--- src/rtl/evt_join_pkg.sv ---
package evt_join_pkg;
  typedef enum logic {
    RUN_ST  = 1'b0,
    HALT_ST = 1'b1
  } halt_e;
endpackage

--- src/rtl/evt_join_wait.sv ---
module evt_join_wait (
  input  logic clk_i,
  input  logic rst_ni,
  input  logic restart_i,
  input  logic run_i,
  input  logic ev_i,
  output logic ready_o
);
  logic pend_q, pend_d;

  always_comb begin
    pend_d = pend_q;
    if (restart_i)          pend_d = 1'b1;
    else if (run_i && ev_i) pend_d = 1'b0;
  end

  always_ff @(posedge clk_i or negedge rst_ni) begin
    if (!rst_ni) pend_q <= 1'b1;
    else         pend_q <= pend_d;
  end

  // satisfied if already seen or arriving now
  assign ready_o = !pend_q || ev_i;
endmodule

--- src/rtl/evt_join_halt.sv ---
module evt_join_halt
  import evt_join_pkg::*;
(
  input  logic clk_i,
  input  logic rst_ni,
  input  logic restart_i,
  input  logic fire_i,
  output logic run_o
);
  halt_e st_q, st_d;

  always_comb begin
    st_d = st_q;
    if (restart_i)   st_d = RUN_ST;
    else if (fire_i) st_d = HALT_ST;
  end

  always_ff @(posedge clk_i or negedge rst_ni) begin
    if (!rst_ni) st_q <= RUN_ST;
    else         st_q <= st_d;
  end

  assign run_o = (st_q == RUN_ST);
endmodule

--- src/rtl/evt_join.sv ---
module evt_join #(
  parameter int unsigned NUM_EVT = 2
) (
  input  logic               clk_i,
  input  logic               rst_ni,
  input  logic [NUM_EVT-1:0] ev_i,
  input  logic               restart_i,
  output logic               done_o
);
  logic [NUM_EVT-1:0] ready;
  logic               run;
  logic               fire;

  for (genvar i = 0; i < NUM_EVT; i++) begin : g_wait
    evt_join_wait u_wait (
      .clk_i    (clk_i),
      .rst_ni   (rst_ni),
      .restart_i(restart_i),
      .run_i    (run),
      .ev_i     (ev_i[i]),
      .ready_o  (ready[i])
    );
  end

  evt_join_halt u_halt (
    .clk_i    (clk_i),
    .rst_ni   (rst_ni),
    .restart_i(restart_i),
    .fire_i   (fire),
    .run_o    (run)
  );

  assign fire   = run && !restart_i && (&ready);
  assign done_o = fire;
endmodule

--- config.mk ---
export PLATFORM = sky130hd
export DESIGN_NAME = evt_join
export DESIGN_NICKNAME = d
export VERILOG_FILES = /design/src/rtl/evt_join_pkg.sv /design/src/rtl/evt_join_wait.sv /design/src/rtl/evt_join_halt.sv /design/src/rtl/evt_join.sv
export SDC_FILE = /design/constraint.sdc
export NUM_CORES = 1
export LEC_CHECK = 0
export ABC_AREA = 0
export BUFFER_PORTS_ARGS = -buffer_cell sky130_fd_sc_hd__buf_4
export CAP_MARGIN = 20
export CORE_AREA = 2 2 39 41
export CTS_CLUSTER_SIZE = 20
export DETAILED_ROUTE_END_ITERATION = 10
export DIE_AREA = 0 0 41 43
export GPL_TIMING_DRIVEN = 0
export PLACE_DENSITY = 0.3
export SLEW_MARGIN = 20
export SYNTH_ARGS = -nofsm -noshare
export SYNTH_HDL_FRONTEND = slang
export SYNTH_SLANG_ARGS = --single-unit
--- constraint.sdc ---
create_clock -name clk_i -period 2.3 [get_ports clk_i]
set_input_delay 0.46 -clock clk_i [delete_from_list [all_inputs] [get_ports clk_i]]
set_output_delay 0.46 -clock clk_i [all_outputs]
set_load 0.02 [all_outputs]
### Word-level counts from Yosys, hierarchy flattened

Cells that the tools add are included.

* bits of input ports: 5
* memory bits (read-only): 0
* bits in writable memories: 0
* memories kept: 0
* register bits: 3
* bits in latches: 0
* output and inout bits: 1

* mux-type cells: 6
* reductions and logical operators: 13
* equality and inequality tests: 0
* add/subtract/negate cells: 0
* bitwise gates (word level): 1
* shift-type cells: 0
* div/mod/pow operators: 0
* $lt $le $gt $ge: 0
* multipliers: 0

Operators with widths (count)
* $mux W1: 6
* $reduce_bool A2 Y1: 3
* $logic_and A1 B1 Y1: 4
* $logic_not A1 Y1: 3
* $logic_or A1 B1 Y1: 2
* $reduce_and A2 Y1: 1
* $not A1 Y1: 1

### Logic depth before layout (Yosys ltp)

Gate-level depths: netlist (run 1).

* depth after elaboration: 6
* mapped depth: 3

### Cells and area by module

Synthesis (run 1) repeated with hierarchy kept, for this count alone.

* cells, all modules: 12
* area, all modules: 136.4 um^2

Modules (own cells, without submodules)
* evt_join_wait: cells an instance 4, area each 43.8 um^2, times used 2, seq. area each 26.3 um^2
* evt_join_halt: cells an instance 3, area each 38.8 um^2, times used 1, seq. area each 25.0 um^2
* evt_join: cells an instance 1, area each 10.0 um^2, times used 1, seq. area each 0.0 um^2

### Least setup slack after synthesis (run 1)

Ideal clock, no wire load.

* path type: input -> output
* start point: input ev_i[1]
* end point: output done_o
* cell stages on the path: 2
* slack: 0.836 ns
* required time: 1.840 ns
* data arrival time: 1.004 ns
* path buffers: 0
* cells stage by stage: o22ai_1 > nor3_1

* word-level cells in the longest chain between the ends: 3

RTL lines
* start: declaration: RTL line evt_join.sv:6 `input logic [NUM_EVT-1:0] ev_i,`
* $logic_or A1 B1 Y1: RTL line evt_join_wait.sv:23 `assign ready_o = !pend_q || ev_i;`
* $reduce_and A2 Y1: RTL line evt_join.sv:33 `assign fire = run && !restart_i && (&ready);`
* $logic_and A1 B1 Y1: RTL line evt_join.sv:33
* end: declaration: RTL line evt_join.sv:8 `output logic done_o`

Every way passes these cells.

### Final worst setup path (run 1)

* start point: register g_wait[1].u_wait.pend_q
* end point: output done_o

* word-level cells in the longest chain between the ends: 4

RTL lines
* start: declaration: RTL line evt_join_wait.sv:9 `logic pend_q, pend_d;`
* start signal: assignment: RTL line evt_join_wait.sv:19 `else pend_q <= pend_d;`
* $logic_not A1 Y1: RTL line evt_join_wait.sv:23
* $logic_or A1 B1 Y1: RTL line evt_join_wait.sv:23
* $reduce_and A2 Y1: RTL line evt_join.sv:33
* $logic_and A1 B1 Y1: RTL line evt_join.sv:33

Every way passes these cells.

==> results.toml, run 1 <==
[final_layout]
multiInputGateArea_um2 = 38.8
final_nets = 29
regArea_um2 = 77.6
area_growth_syn_to_layout_pct = 73.5
antenna_cells = 0
drive_above_1_share = 0.478
fillerInstances = 153

[global_routing]
antenna_found_initial = 0
grt_max_degree = 5
grt_use_total = 0.0433
grt-ovfl-total = 0
grt_pass1_vias = 115
grt_pass1_wl_um = 427

[timing]
fin_setup_tns_ns = 0
hold_viol_final = 0
clock_skew_ns = 0.00211
fin_crit_sh = 0.715
fmax_mhz = 608
max_slew_margin = 0.879
tightest_slew_ns = 0.181
rsz0062_at_grt = "false"
fin_crit_ns = 1.64
holdWs_ns = 0.403
setup_viol = 0
drv_slew = 0

[yosys]
postSynthAreaPerCell_um2 = 9.82
ys_seq_area_frac = 0.608
yosys.area.top_type_share = 0.412
mappedNetlistArea_um2 = 128
ys_seq_elements = 3
yosys_warnings = 0
synth_cell_types = 8
yosys.area.top_type = "dfstp_2"
synth_area_leaders = "dfstp_2, dfrtp_1, a21oi_1"
syn_inst = 13
synthesis.nets = 18

[clocking]
cts_sinks = 3
path_clk_slew_ns = 0.04
cts_root_buf = "clkbuf_4"
insertion_delay_ns = 0.23
cts_max_level = 1
cts_setup_buffers = 0
cts_tree = "yes"
clockBufferDepth = 2
cts_buffers = 3

[floorplanning]
die_x_um = 41
rows = 14
initial_utilization = 0.0922
coreArea_mm2 = 0.00138
die_area_mm2 = 0.00176
io_pins = 6
die_h_um = 43

[setup_path]
start_kind = "flip-flop"
worstPathArrival_ns = 1.18
critical_path_required_ns = 1.84
r2r-end = "u_halt.st_q$_DFFE_PN0P_"
crit_fanout = 2
cp-end-kind = "output port"
worst_r2r_path_depth = 3
r2r_slack_ns = 1.35
worst-setup-path-type = "flip-flop to output port"
r2r_start = "g_wait[1].u_wait.pend_q$_DFFE_PN1P_"

[routing]
wl_met3_um = 41
via_per_inst = 2.87
routed_wl_um = 277
num_vias = 112
drtIter0Drc = 0
drt_pre_antenna_iters = 1
met2WireLength_um = 93
maxUsedRoutingLayer = "met3"
drt-met1-wl_um = 143
ant_nets = 0
wl_per_cell_um = 7.10
drc = 0

[hold_path]
hp-start = "restart_i"
holdPathEnd = "u_halt.st_q$_DFFE_PN0P_"
hold_path.class = "input pin to flip-flop"
min_path_cells = 2

[pwr]
power.density_mw_per_mm2 = 798
leakage_nw = 0.106
peakVddDrop_mv = 0.299
finalPower_w = 0.000177

[placed_design]
port_buffers = 5
hpwlAfterDp_um = 209
gp_congestion = 0.571

[outcome]
status = "completed"

[flow_run]
cap_violations = 0
[layout by cell type, fill, tap and decap left out]
cell type	count
a21oi_1	3
buf_4	5
clkbuf_1	1
clkbuf_4	3
dfrtp_1	1
dfstp_2	2
dlygate4sd3_1	1
inv_1	2
inv_2	1
nor3_1	1
o22ai_1	1
or2_1	2
[worst max-delay path: stages (launching register included)]
cell and delay (ns):
dfstp_2 0.50, inv_1 0.05, o22ai_1 0.18, nor3_1 0.07
buf_4 0.16
[per-stage QoR]
| stage | utilization | cells | setup WS [ns] | cell area, µm² |
|---|---|---|---|---|
| 2_1_floorplan | - | 13 | 0.836 | 128 |
| 3_3_place_gp | 0.134 | 34 | 0.864 | 185 |
| 3_5_place_dp | 0.134 | 34 | 0.846 | 185 |
| 4_1_cts | 0.160 | 39 | 0.639 | 221 |
| 5_1_grt | 0.160 | 39 | 0.607 | 221 |
| 6_report | 0.160 | 39 | 0.656 | 221 |
[cell families (layout without fill, tap and decap cells)]
kind of cell | Yosys count | after routing | share of synthesized area
buffers and inverters | 3 | 13 | 0.0882
AOI/OAI and AO/OA | 4 | 4 | 0.167
DFF | 3 | 3 | 0.608
and+or+nand+nor | 3 | 3 | 0.137
[area by class of cell]
class | count | area share
Sequential cell | 3 | 0.350
Timing Repair Buffer | 6 | 0.215
Multi-Input combinational cell | 7 | 0.175
Clock buffer | 4 | 0.119
Tap cell | 16 | 0.0904
Inverter | 3 | 0.0508
[sequential cells by signal, indices dropped and copies added (netlist names)]
register / flops
u_halt.st_q: 1
g_wait.u_wait.pend_q: 2
[routing by layer]
layer  global-route usage  up-vias
met5                    0        -
met4               0.0600        0
met3               0.0314        0
met2               0.0344        6
met1               0.0550       45
li1                     -       61
[power breakdown]
group | switching [W] | total (W) | leakage, nW | internal (W)
registers | 0.00000184 | 0.0000616 | 0.0338 | 0.0000597
clock network | 0.0000274 | 0.0000924 | 0.0150 | 0.0000650
logic | 0.0000109 | 0.0000228 | 0.0576 | 0.0000119
[repair_timing]
action / in CTS / in global routing
resized for setup: 0 / 0
hold endpoints to repair: 1 / 0
hold buffers: 1 / 0
[how the worst max path moves through the flow]
stage,start,endpoint,depth (start not counted)
4_1_cts,g_wait[1].u_wait.pend_q$_DFFE_PN1P_,done_o,4
5_1_grt,g_wait[1].u_wait.pend_q$_DFFE_PN1P_,done_o,4
2_1_floorplan,ev_i[1],done_o,2
6_report,g_wait[1].u_wait.pend_q$_DFFE_PN1P_,done_o,4
3_5_place_dp,ev_i[1],done_o,4
3_3_place_gp,ev_i[1],done_o,4
[cells in the mapped netlist (all sizes together)]
cell type and n:
nor3 1, dfstp 2, or2 2, dfrtp 1
a21oi 3, inv 3, o22ai 1
Power figures use the tool's default switching activity.
==> inputs of run 2 (changes only) <==
--- a/config.mk
+++ b/config.mk
@@ -5,7 +5,7 @@
 export SDC_FILE = /design/constraint.sdc
 export NUM_CORES = 1
 export LEC_CHECK = 0
-export ABC_AREA = 0
+export ABC_AREA = 1
 export BUFFER_PORTS_ARGS = -buffer_cell sky130_fd_sc_hd__buf_4
 export CAP_MARGIN = 20
 export CORE_AREA = 2 2 39 41
==> constraint.sdc (replaced) <==
create_clock -name clk_i -period 1.62 [get_ports clk_i]
set_input_delay 0.324 -clock clk_i [delete_from_list [all_inputs] [get_ports clk_i]]
set_output_delay 0.324 -clock clk_i [all_outputs]
set_load 0.02 [all_outputs]
==> results.toml, run 2 <==
[outcome]
status = "completed"

[routing]
num_vias = 131
ant_nets = 0
drtIter0Drc = 5
via_per_inst = 3.05
drc = 0
drt_pre_antenna_iters = 4
wl_per_cell_um = 6.44
routed_wl_um = 277

[timing]
rsz0062_at_grt = "false"
fin_setup_tns_ns = 0
fin_ws_ns = 0.187
drv_slew = 0
clock_skew_ns = 0.00192
setup_viol = 0
tightest_slew_ns = 0.113
fmax_mhz = 698
hold_viol_final = 0
fin_crit_sh = 0.885
fin_crit_ns = 1.43
max_slew_margin = 0.925

[pwr]
power.density_mw_per_mm2 = 1140
finalPower_w = 0.000260
netSwitchingFraction = 0.239
p_sw_w = 0.0000623
pwr-share-comb = 0.131
peakVddDrop_mv = 0.319
clockPowerShare = 0.505
power.internal_w = 0.000198
leakage_nw = 0.126
p_seq_frac = 0.364

[yosys]
synth_cell_types = 6
synthesis.nets = 22
synth_area_leaders = "dfstp_2, dfrtp_1, nand2_1"
synth.most_common_cell = "nand2_1"
postSynthAreaPerCell_um2 = 7.88
synthFlopType = "dfstp_2"
yosys_warnings = 0
mappedNetlistArea_um2 = 134
synth_edf_count = 0
synth_xor_xnor_area_share = 0
synth_top_family_by_area = "simple AND/OR/NAND/NOR gates"
synth_commonest_cells = "nand2_1, inv_1, nand3_1, dfstp_2"
yosys.area.top_type = "dfstp_2"
ys_seq_area_frac = 0.579
syn_inst = 17
async_flop_share = 1.00
yosys.area_share.simple = 0.308
synth.area.mux_share = 0
synth_fa_ha_area_frac = 0
synth-compound-area-share = 0
yosys.area.top_type_share = 0.393
ys_seq_elements = 3

[placed_design]
place_ws_ns = 0.435
gp_congestion = 0.584
port_buffers = 5
dpl_cell_area_um2 = 191

[clocking]
insertion_delay_ns = 0.23
path_clk_slew_ns = 0.04
clockBufferDepth = 2
cts_buffers = 3
cts_sinks = 3
cts_tree = "yes"
cts_root_buf = "clkbuf_4"
cts_max_level = 1

[setup_path]
worstPathArrival_ns = 1.11
cp-end-kind = "output port"
worst-setup-path-type = "flip-flop to output port"
crit_fanout = 2
critical_path_required_ns = 1.30
start_kind = "flip-flop"

[final_layout]
antenna_cells = 0
final_nets = 33
final_area_um2 = 228
utilization = 0.165
fillerInstances = 153
final_cell_mix = "nand2_1, buf_4, inv_1"
regMostFlops = "g_wait.u_wait.pend_q"
final_common_cell = "nand2_1"
largestRegisters = "g_wait.u_wait.pend_q: 2 flops, u_halt.st_q: 1 flops"
drive_above_1_share = 0.370
largest_register_ffs = 2
area_growth_syn_to_layout_pct = 70.1

[global_routing]
antenna_found_initial = 0
grt_max_degree = 5
grt_use_total = 0.0432
grt-ovfl-total = 0
grt_pass1_vias = 109
grt_pass1_wl_um = 393

[floorplanning]
die_area_mm2 = 0.00176
initial_utilization = 0.0967
die_h_um = 43
io_pins = 6
coreArea_mm2 = 0.00138
die_x_um = 41
rows = 14

[hold_path]
hold_path.class = "input pin to flip-flop"

[flow_run]
cap_violations = 0
## run 2: what timing repair did
item                                    CTS  global route
gates resized for setup                   0             0
hold endpoints to repair                  1             0
hold buffers                              1             0
buffers inserted                          0             0
endpoints found under the setup margin    0             0
## run 2: final cells by class
cell class                 count  area (µm²)  share of cell area
sequential                     3        77.6               0.341
tap                           16        20.0              0.0879
multi-input combinational     10        41.3               0.181
timing repair buffer           6        47.5               0.209
inverter                       4        15.0              0.0659
clock buffer                   4        26.3               0.115
## run 2: per-stage QoR
step                cells  hold slack [ns]
finish                 43            0.339
floorplan              17           0.0284
CTS                    43            0.339
detailed placement     38            0.113
global placement       38            0.112
global route           43            0.355
## run 2: worst paths after layout
check,startpoint,endpoint,slack [ns],cells after the start
setup / recovery,g_wait[0].u_wait.pend_q$_DFFE_PN1P_,done_o,0.19,4
hold / removal,ev_i[1],g_wait[1].u_wait.pend_q$_DFFE_PN1P_,0.34,4
setup reg to reg,g_wait[0].u_wait.pend_q$_DFFE_PN1P_,u_halt.st_q$_DFFE_PN0P_,0.75,3
hold reg to reg,g_wait[1].u_wait.pend_q$_DFFE_PN1P_,g_wait[1].u_wait.pend_q$_DFFE_PN1P_,0.51,2
max in group asynchronous,rst_ni,g_wait[0].u_wait.pend_q$_DFFE_PN1P_,1.03,2
min in group asynchronous,rst_ni,u_halt.st_q$_DFFE_PN0P_,0.40,2
## run 2: cell families after synthesis
group	after synthesis
buf+inv	4
flops	3
simple gates	10
## run 2: power by group through the flow
stage               Combinational [W]  Clock, W  Sequential [W]
floorplan                   0.0000180         0       0.0000936
global placement            0.0000324         0       0.0000949
detailed placement          0.0000329         0       0.0000951
CTS                         0.0000348  0.000141       0.0000942
global route                0.0000384  0.000147       0.0000953
finish                      0.0000341  0.000131       0.0000946
## run 2: critical path: stages, from the launching register on
cell     delay [ns]
dfstp_2        0.53
nand2_1        0.06
nand3_1        0.10
inv_1          0.05
buf_4          0.15
## run 2: metal layers
metal  wire length [µm]  GRT usage  vias up  part of all wire
met2                 81     0.0313        8              0.29
met1                136     0.0484       50              0.49
met3                 43     0.0314        2              0.16
met5                  0          0        -                 0
met4                 14     0.0800        0             0.051
li1                   -          -       71                 -
